<file path="src/rtl/dpot_pkg.sv">
package dpot_pkg;
  localparam int WIPER_W   = 6;
  localparam int NUM_POTS  = 2;
  localparam int NUM_REGS  = 4;

  typedef enum logic [3:0] {
    OP_GLB_DR2WCR = 4'b0001,
    OP_STEP       = 4'b0010,
    OP_GLB_WCR2DR = 4'b1000,
    OP_RD_WCR     = 4'b1001,
    OP_WR_WCR     = 4'b1010,
    OP_RD_DR      = 4'b1011,
    OP_WR_DR      = 4'b1100,
    OP_DR2WCR     = 4'b1101,
    OP_WCR2DR     = 4'b1110
  } op_e;

  typedef struct packed {
    logic       legal;
    op_e        op;
    logic       pot;
    logic [1:0] rsel;
  } cmd_t;

  // one saturating step of a wiper counter
  function automatic logic [WIPER_W-1:0] step_val(input logic [WIPER_W-1:0] v,
                                                  input logic up);
    if (up) return (v == '1) ? v : v + 1'b1;
    else    return (v == '0) ? v : v - 1'b1;
  endfunction

  // power-on content of a modelled nonvolatile cell
  function automatic logic [WIPER_W-1:0] reset_val(input int pot, input int idx,
                                                   input logic [WIPER_W-1:0] seed);
    int s;
    s = int'(seed) + 11 * idx + 23 * pot;
    return WIPER_W'(s % (1 << WIPER_W));
  endfunction
endpackage

</file>
<file path="src/rtl/dpot_decode.sv">
module dpot_decode
  import dpot_pkg::*;
(
  input  logic [7:0] instr,
  output cmd_t       cmd
);
  always_comb begin
    cmd.op   = op_e'(instr[7:4]);
    cmd.pot  = instr[2];
    cmd.rsel = instr[1:0];
    case (instr[7:4])
      4'b0001, 4'b0010, 4'b1000, 4'b1001, 4'b1010,
      4'b1011, 4'b1100, 4'b1101, 4'b1110: cmd.legal = ~instr[3];
      default:                            cmd.legal = 1'b0;
    endcase
  end
endmodule

</file>
<file path="src/rtl/dpot_bank.sv">
module dpot_bank
  import dpot_pkg::*;
#(
  parameter int                 NREG   = NUM_REGS,
  parameter int                 POT_ID = 0,
  parameter logic [WIPER_W-1:0] SEED   = '0
) (
  input  logic                      clk,
  input  logic                      rst_n,
  input  logic                      wcr_we,
  input  logic [WIPER_W-1:0]        wcr_wd,
  input  logic                      dr_we,
  input  logic [$clog2(NREG)-1:0]   dr_idx,
  input  logic [WIPER_W-1:0]        dr_wd,
  output logic [WIPER_W-1:0]        wcr_q,
  output logic [NREG*WIPER_W-1:0]   dr_flat
);
  localparam int IW = $clog2(NREG);

  always_ff @(posedge clk or negedge rst_n) begin
    if (!rst_n)      wcr_q <= reset_val(POT_ID, 0, SEED);
    else if (wcr_we) wcr_q <= wcr_wd;
  end

  for (genvar i = 0; i < NREG; i++) begin : g_cell
    localparam logic [IW-1:0] SLOT = IW'(i);
    logic [WIPER_W-1:0] cell_q;
    always_ff @(posedge clk or negedge rst_n) begin
      if (!rst_n)                      cell_q <= reset_val(POT_ID, i, SEED);
      else if (dr_we && dr_idx == SLOT) cell_q <= dr_wd;
    end
    assign dr_flat[i*WIPER_W +: WIPER_W] = cell_q;
  end
endmodule

</file>
<file path="src/rtl/dpot_nvtimer.sv">
module dpot_nvtimer #(
  parameter int BUSY_CYCLES = 40
) (
  input  logic clk,
  input  logic rst_n,
  input  logic start,
  output logic busy,
  output logic done
);
  localparam int CW = $clog2(BUSY_CYCLES + 1);
  logic [CW-1:0] cnt_q;
  logic          busy_q;

  always_ff @(posedge clk or negedge rst_n) begin
    if (!rst_n) begin
      busy_q <= 1'b0;
      cnt_q  <= '0;
    end else if (start) begin
      busy_q <= 1'b1;
      cnt_q  <= CW'(BUSY_CYCLES - 1);
    end else if (busy_q) begin
      if (cnt_q == '0) busy_q <= 1'b0;
      else             cnt_q  <= cnt_q - 1'b1;
    end
  end

  assign busy = busy_q;
  assign done = busy_q && (cnt_q == '0);
endmodule

</file>
<file path="src/rtl/dpot_cmd_exec.sv">
module dpot_cmd_exec
  import dpot_pkg::*;
#(
  parameter int                 BUSY_CYCLES = 40,
  parameter logic [WIPER_W-1:0] INIT_SEED   = WIPER_W'(9)
) (
  input  logic       clk,
  input  logic       rst_n,
  input  logic       cmd_valid,
  input  logic [7:0] cmd_byte,
  input  logic       data_valid,
  input  logic [7:0] data_byte,
  input  logic       step_valid,
  input  logic       step_up,
  input  logic       stop_evt,
  output logic       cmd_ack,
  output logic       cmd_nak,
  output logic       data_ack,
  output logic       rd_valid,
  output logic [7:0] rd_data,
  output logic       busy,
  output logic [5:0] wiper0,
  output logic [5:0] wiper1
);
  localparam int IW = $clog2(NUM_REGS);

  typedef enum logic [1:0] {ST_IDLE, ST_WAIT_WCR, ST_WAIT_DR, ST_STEP} st_e;

  st_e                st_q, st_n;
  logic               sel_pot_q;
  logic [IW-1:0]      sel_reg_q;
  cmd_t               cmd;

  logic [WIPER_W-1:0]          wcr_q   [NUM_POTS];
  logic [NUM_REGS*WIPER_W-1:0] dr_flat [NUM_POTS];
  logic [WIPER_W-1:0]          dr_pick [NUM_POTS];
  logic [NUM_POTS-1:0]         wcr_we;
  logic [WIPER_W-1:0]          wcr_wd  [NUM_POTS];
  logic [NUM_POTS-1:0]         dr_we;

  logic                pend_valid_q, pend_set;
  logic [NUM_POTS-1:0] pend_mask_q, pend_mask_n;
  logic [IW-1:0]       pend_idx_q, pend_idx_n;
  logic [WIPER_W-1:0]  pend_val_q [NUM_POTS];
  logic [WIPER_W-1:0]  pend_val_n [NUM_POTS];

  // named internal events
  logic cmd_go, cmd_bad, data_go, step_go, nv_start, nv_done, rd_go;
  logic [WIPER_W-1:0] rd_val;
  logic [1:0] unused_data_hi;

  assign unused_data_hi = data_byte[7:WIPER_W];

  dpot_decode u_dec (.instr(cmd_byte), .cmd(cmd));

  assign cmd_go   = cmd_valid && !stop_evt && cmd.legal && !busy;
  assign cmd_bad  = cmd_valid && !stop_evt && !cmd_go;
  assign data_go  = data_valid && !stop_evt && !cmd_valid &&
                    (st_q == ST_WAIT_WCR || st_q == ST_WAIT_DR);
  assign step_go  = step_valid && !stop_evt && !cmd_valid && !data_valid &&
                    (st_q == ST_STEP);
  assign nv_start = stop_evt && pend_valid_q && !busy;
  assign rd_go    = cmd_go && (cmd.op == OP_RD_WCR || cmd.op == OP_RD_DR);

  always_comb begin
    for (int p = 0; p < NUM_POTS; p++)
      dr_pick[p] = dr_flat[p][cmd.rsel*WIPER_W +: WIPER_W];
  end

  assign rd_val = (cmd.op == OP_RD_WCR) ? wcr_q[cmd.pot] : dr_pick[cmd.pot];

  // volatile wiper updates
  always_comb begin
    for (int p = 0; p < NUM_POTS; p++) begin
      wcr_we[p] = 1'b0;
      wcr_wd[p] = wcr_q[p];
      if (cmd_go && ((cmd.op == OP_DR2WCR && cmd.pot == 1'(p)) ||
                     cmd.op == OP_GLB_DR2WCR)) begin
        wcr_we[p] = 1'b1;
        wcr_wd[p] = dr_pick[p];
      end
      if (data_go && st_q == ST_WAIT_WCR && sel_pot_q == 1'(p)) begin
        wcr_we[p] = 1'b1;
        wcr_wd[p] = data_byte[WIPER_W-1:0];
      end
      if (step_go && sel_pot_q == 1'(p)) begin
        wcr_we[p] = 1'b1;
        wcr_wd[p] = step_val(wcr_q[p], step_up);
      end
    end
  end

  // staging of nonvolatile writes
  always_comb begin
    pend_set    = 1'b0;
    pend_mask_n = pend_mask_q;
    pend_idx_n  = pend_idx_q;
    for (int p = 0; p < NUM_POTS; p++) pend_val_n[p] = pend_val_q[p];
    if (cmd_go && cmd.op == OP_WCR2DR) begin
      pend_set               = 1'b1;
      pend_mask_n            = '0;
      pend_mask_n[cmd.pot]   = 1'b1;
      pend_idx_n             = cmd.rsel;
      pend_val_n[cmd.pot]    = wcr_q[cmd.pot];
    end else if (cmd_go && cmd.op == OP_GLB_WCR2DR) begin
      pend_set    = 1'b1;
      pend_mask_n = '1;
      pend_idx_n  = cmd.rsel;
      for (int p = 0; p < NUM_POTS; p++) pend_val_n[p] = wcr_q[p];
    end else if (data_go && st_q == ST_WAIT_DR) begin
      pend_set               = 1'b1;
      pend_mask_n            = '0;
      pend_mask_n[sel_pot_q] = 1'b1;
      pend_idx_n             = sel_reg_q;
      pend_val_n[sel_pot_q]  = data_byte[WIPER_W-1:0];
    end
  end

  always_comb begin
    st_n = st_q;
    if (stop_evt) st_n = ST_IDLE;
    else if (cmd_valid) begin
      st_n = ST_IDLE;
      if (cmd_go) begin
        case (cmd.op)
          OP_WR_WCR: st_n = ST_WAIT_WCR;
          OP_WR_DR:  st_n = ST_WAIT_DR;
          OP_STEP:   st_n = ST_STEP;
          default:   st_n = ST_IDLE;
        endcase
      end
    end else if (data_go) st_n = ST_IDLE;
  end

  always_ff @(posedge clk or negedge rst_n) begin
    if (!rst_n) begin
      st_q         <= ST_IDLE;
      sel_pot_q    <= 1'b0;
      sel_reg_q    <= '0;
      pend_valid_q <= 1'b0;
      pend_mask_q  <= '0;
      pend_idx_q   <= '0;
      for (int p = 0; p < NUM_POTS; p++) pend_val_q[p] <= '0;
      cmd_ack      <= 1'b0;
      cmd_nak      <= 1'b0;
      data_ack     <= 1'b0;
      rd_valid     <= 1'b0;
      rd_data      <= '0;
    end else begin
      st_q     <= st_n;
      cmd_ack  <= cmd_go;
      cmd_nak  <= cmd_bad;
      data_ack <= data_go;
      rd_valid <= rd_go;
      if (rd_go) rd_data <= {{(8-WIPER_W){1'b0}}, rd_val};
      if (cmd_go) begin
        sel_pot_q <= cmd.pot;
        sel_reg_q <= cmd.rsel;
      end
      if (pend_set) begin
        pend_valid_q <= 1'b1;
        pend_mask_q  <= pend_mask_n;
        pend_idx_q   <= pend_idx_n;
        for (int p = 0; p < NUM_POTS; p++) pend_val_q[p] <= pend_val_n[p];
      end else if (nv_start) begin
        pend_valid_q <= 1'b0;
      end
    end
  end

  dpot_nvtimer #(.BUSY_CYCLES(BUSY_CYCLES)) u_timer (
    .clk(clk), .rst_n(rst_n), .start(nv_start), .busy(busy), .done(nv_done)
  );

  assign dr_we = nv_done ? pend_mask_q : '0;

  for (genvar p = 0; p < NUM_POTS; p++) begin : g_pot
    dpot_bank #(.NREG(NUM_REGS), .POT_ID(p), .SEED(INIT_SEED)) u_bank (
      .clk(clk), .rst_n(rst_n),
      .wcr_we(wcr_we[p]), .wcr_wd(wcr_wd[p]),
      .dr_we(dr_we[p]), .dr_idx(pend_idx_q), .dr_wd(pend_val_q[p]),
      .wcr_q(wcr_q[p]), .dr_flat(dr_flat[p])
    );
  end

  assign wiper0 = wcr_q[0];
  assign wiper1 = wcr_q[1];
endmodule

</file>
<file path="config.mk">
export PLATFORM = sky130hd
export DESIGN_NAME = dpot_cmd_exec
export DESIGN_NICKNAME = d
export VERILOG_FILES = /design/src/rtl/dpot_pkg.sv /design/src/rtl/dpot_decode.sv /design/src/rtl/dpot_bank.sv /design/src/rtl/dpot_nvtimer.sv /design/src/rtl/dpot_cmd_exec.sv
export SDC_FILE = /design/constraint.sdc
export NUM_CORES = 1
export LEC_CHECK = 0
export BUFFER_PORTS_ARGS = -buffer_cell sky130_fd_sc_hd__buf_2
export CAP_MARGIN = 20
export CELL_PAD_IN_SITES_DETAIL_PLACEMENT = 0
export CELL_PAD_IN_SITES_GLOBAL_PLACEMENT = 1
export CORE_ASPECT_RATIO = 1.4
export CORE_UTILIZATION = 49
export DETAILED_ROUTE_END_ITERATION = 8
export HOLD_SLACK_MARGIN = 0.15
export PLACE_DENSITY = 0.87
export SYNTH_ARGS = -nofsm -noshare
export SYNTH_HDL_FRONTEND = slang
export SYNTH_SLANG_ARGS = --single-unit
</file>
<file path="constraint.sdc">
create_clock -name clk -period 3.1 [get_ports clk]
set_clock_uncertainty 0.15 [all_clocks]
set_input_delay 0.31 -clock clk [delete_from_list [all_inputs] [get_ports clk]]
set_output_delay 0.31 -clock clk [all_outputs]
set_load 0.005 [all_outputs]
</file>
==> metrics.cfg <==
[status]
status = finished, final reports clean

[place]
gp_congestion = 0.843
place_ws_ns = 0.408
port_buffers = 43
dp_cells = 609
hpwl_um = 8890

[power]
switching_share_pct = 22.7
p_clk_share_pct = 42.5
seqPwrFrac_pct = 51.8
irDropWorstVdd_mv = 0.309
leakage_nw = 2.86
p_sw_mw = 0.571
combPwrFrac_pct = 5.7
pwr_density_cell_nw_per_um2 = 404
p_int_mw = 1.94

[sta]
max_slew_margin_pct = 46.9
grt_setup_unrepaired = no
finalCritPeriodShare_pct = 87.1
worst_slack_ns = 0.399
worst_pin_slew_ns = 0.790
max_freq_mhz = 370
final_max_slew_viol_count = 0
finalSetupTns_ns = 0
fin_crit_ns = 2.70
timing.hold.ws_ns = 0.223
setup_viol = 0
hold_viol_final = 0

[synth]
yosys_warnings = 0
synth_top_family_by_area = multiplexers
synth.ff_latch_count = 99
ys_async_sr_fraction_pct = 100
syn_inst = 429
synth_area_sq_um = 5510
synth_edf_count = 0
synth_fa_ha_area_share_pct = 3.45
ys_seq_area_share_pct = 45.5
ys_types = 70
synthXorXnorAreaFrac_pct = 1.27
synth_ff_type = dfrtp_1
synth-simple-area-share_pct = 11.8
synth-compound-area-share_pct = 9.58
synth.mux.area_fraction_pct = 26.2
syn_avg_cell_area_sq_um = 12.8

[floorplan]
die_h_um = 127
dieWidth_um = 91.6
start_util_pct = 50.4
dieArea_sq_um = 11700
core_sq_um = 10900
ioPinCount = 48
num_rows = 45

[global_route]
grt_remaining_overflow = 0
grt_max_degree = 53
grt_pass1_wl_um = 20500
first_global_vias = 3925
grt_antenna_before_repair = 0
grt_usage_pct = 22.9

[clock_network]
cts_buffers = 9
clk_pin_slew_worst_paths_ns = 0.06
cts_root_buffer = clkbuf_16
cts_buffer_depth = 2
clkLatencyLatePin_ns = 0.35
cts_tree = yes
cts_resized = 0
cts.sink_count = 99
htree_levels = 3

[worst_setup_path]
critPathMaxFanout = 6
r2r_cells = 7
r2r_start = u_timer.cnt_q[0]
endpoint_kind = flip-flop
cp.required_ns = 3.19
worstSetupPathType = reg -> reg
worstReg2RegEnd = g_pot[1].u_bank.g_cell[1].cell_q[4]
r2r_slack_ns = 0.40
cp.arrival_ns = 2.79
start_kind = flip-flop

[final_layout]
final_nets = 518
finalNonFillerCells = 627
post-route-util_pct = 56.9
multi_input_area_sq_um = 2900
area_growth_pct = 12.9
drive_above_1_share_pct = 44.2
filler_cell_count = 910
num_antenna_cells = 0
seqCellArea_sq_um = 2510

[drt]
routed_wl_um = 12300
ant_nets = 0
drtIter0Drc = 227
vias_per_cell = 6.02
remaining_drc_errors = 0
wl_per_cell_um = 19.6
firstDrtPassIters = 4
via_count = 3777

[min_path]
min_from = stop_evt
min_to = data_ack
worstHoldPathCells = 3
min_path_type = in -> reg

[flow_run]
maxCapViolCount = 0

[power groups by stage]
stage | logic [mW] | clock network, mW | registers (mW)
5_1_grt | 0.159 | 1.14 | 1.30
3_5_place_dp | 0.141 | 0 | 1.32
6_report | 0.142 | 1.07 | 1.30
2_1_floorplan | 0.0755 | 0 | 1.32
4_1_cts | 0.144 | 1.08 | 1.30
3_3_place_gp | 0.138 | 0 | 1.32
[per-stage QoR]
stage / cell area [sq um] / total power [mW]
2_1_floorplan: 5510 / 1.40
3_3_place_gp: 5920 / 1.46
3_5_place_dp: 5920 / 1.46
4_1_cts: 6220 / 2.53
5_1_grt: 6220 / 2.60
6_report: 6220 / 2.51
[layout make-up]
type	count	area share, %
multi-input combinational	307	46.6
sequential	99	40.3
timing repair buffer	54	5.11
clock buffer	13	4.18
tap	141	2.84
inverter	10	0.603
clock inverter	3	0.382
[worst max-delay path by stage]
stage | from | endpoint | slack (ns) | cells after the start
after global routing | u_timer.cnt_q[0] | g_pot[1].u_bank.g_cell[1].cell_q[4] | 0.25 | 7
final | u_timer.cnt_q[0] | g_pot[1].u_bank.g_cell[1].cell_q[4] | 0.40 | 7
after CTS | u_timer.cnt_q[0] | g_pot[1].u_bank.g_cell[1].cell_q[4] | 0.39 | 7
after detailed placement | u_timer.cnt_q[0] | g_pot[1].u_bank.g_cell[1].cell_q[4] | 0.41 | 7
after global placement | u_timer.cnt_q[0] | g_pot[1].u_bank.g_cell[2].cell_q[0] | 0.46 | 7
after floorplan | u_timer.cnt_q[0] | g_pot[0].u_bank.g_cell[0].cell_q[1] | 0.69 | 7
[timing repair]
| action | in CTS | in global routing |
|---|---|---|
| endpoints found under the hold margin | 41 | 0 |
| buffers inserted | 0 | 0 |
| hold buffers | 2 | 0 |
[sequential cells by signal, summed over array words and instances (netlist names), 2 cells and up]
| name | cells |
|---|---|
| g_pot.u_bank.g_cell.cell_q | 48 |
| g_pot.u_bank.wcr_q | 12 |
| pend_val_q | 12 |
| rd_data | 6 |
| u_timer.cnt_q | 6 |
| pend_idx_q | 2 |
| pend_mask_q | 2 |
| sel_reg_q | 2 |
| st_q | 2 |
[cells in the mapped netlist (5+ instances only)]
library cell,count,share of area [%]
mux2_2,76,16
a21oi_1,8,0.73
nor4_1,5,0.57
nand3_1,5,0.45
nor3_1,5,0.45
ha_1,12,2.7
clkbuf_1,5,0.34
a211oi_1,5,0.68
o21ai_0,9,0.82
a22o_1,14,2.2
nor2_2,9,1.0
dfstp_2,25,12
nand2_1,27,1.8
mux2i_1,13,2.4
inv_1,10,0.68
nor2_1,7,0.48
dfrtp_1,74,34
nand2b_1,6,0.68
mux4_2,18,7.4
nor3b_1,5,0.68
[critical path, cell delays in order (launching register included)]
cell and delay (ns):
dfrtp_1 0.39, inv_1 0.09, ha_1 0.17, or3b_1 0.39
nor3_1 0.26, nand3_1 0.30, nor2_2 0.44, mux2_2 0.39
[kinds of logic (layout without fill, tap and decap cells)]
| logic type | count (synthesis) | in the layout |
|---|---|---|
| compound gates | 68 | 68 |
| xor+xnor | 8 | 8 |
| fa+ha+maj | 14 | 14 |
| buf+inv | 24 | 80 |
| flops | 99 | 99 |
| mux | 111 | 111 |
| other cells | 1 | 2 |
| simple gates | 104 | 104 |
[per-layer routing]
layer / GRT usage (%) / up-vias / routed length, um
met5: 0 / - / 0
met4: 12.5 / 0 / 439
met3: 2.92 / 26 / 330
met2: 40.2 / 81 / 6630
met1: 27.2 / 1945 / 4910
li1: - / 1725 / -
[placed cells by master (no fill, tap or decap), types with 5 or more instances in the layout]
cell	count
nor3_1	5
inv_1	10
a21oi_1	8
nand2b_1	6
clkbuf_16	9
nor3b_1	5
ha_1	12
mux4_2	18
a22o_1	14
mux2i_1	13
dfstp_2	25
nor2_2	9
buf_2	42
nand2_1	27
mux2_2	76
nand3_1	5
dfrtp_1	74
nor2_1	7
o21ai_0	9
buf_4	9
a211oi_1	5
No activity file was read; power rests on OpenSTA's default activity.
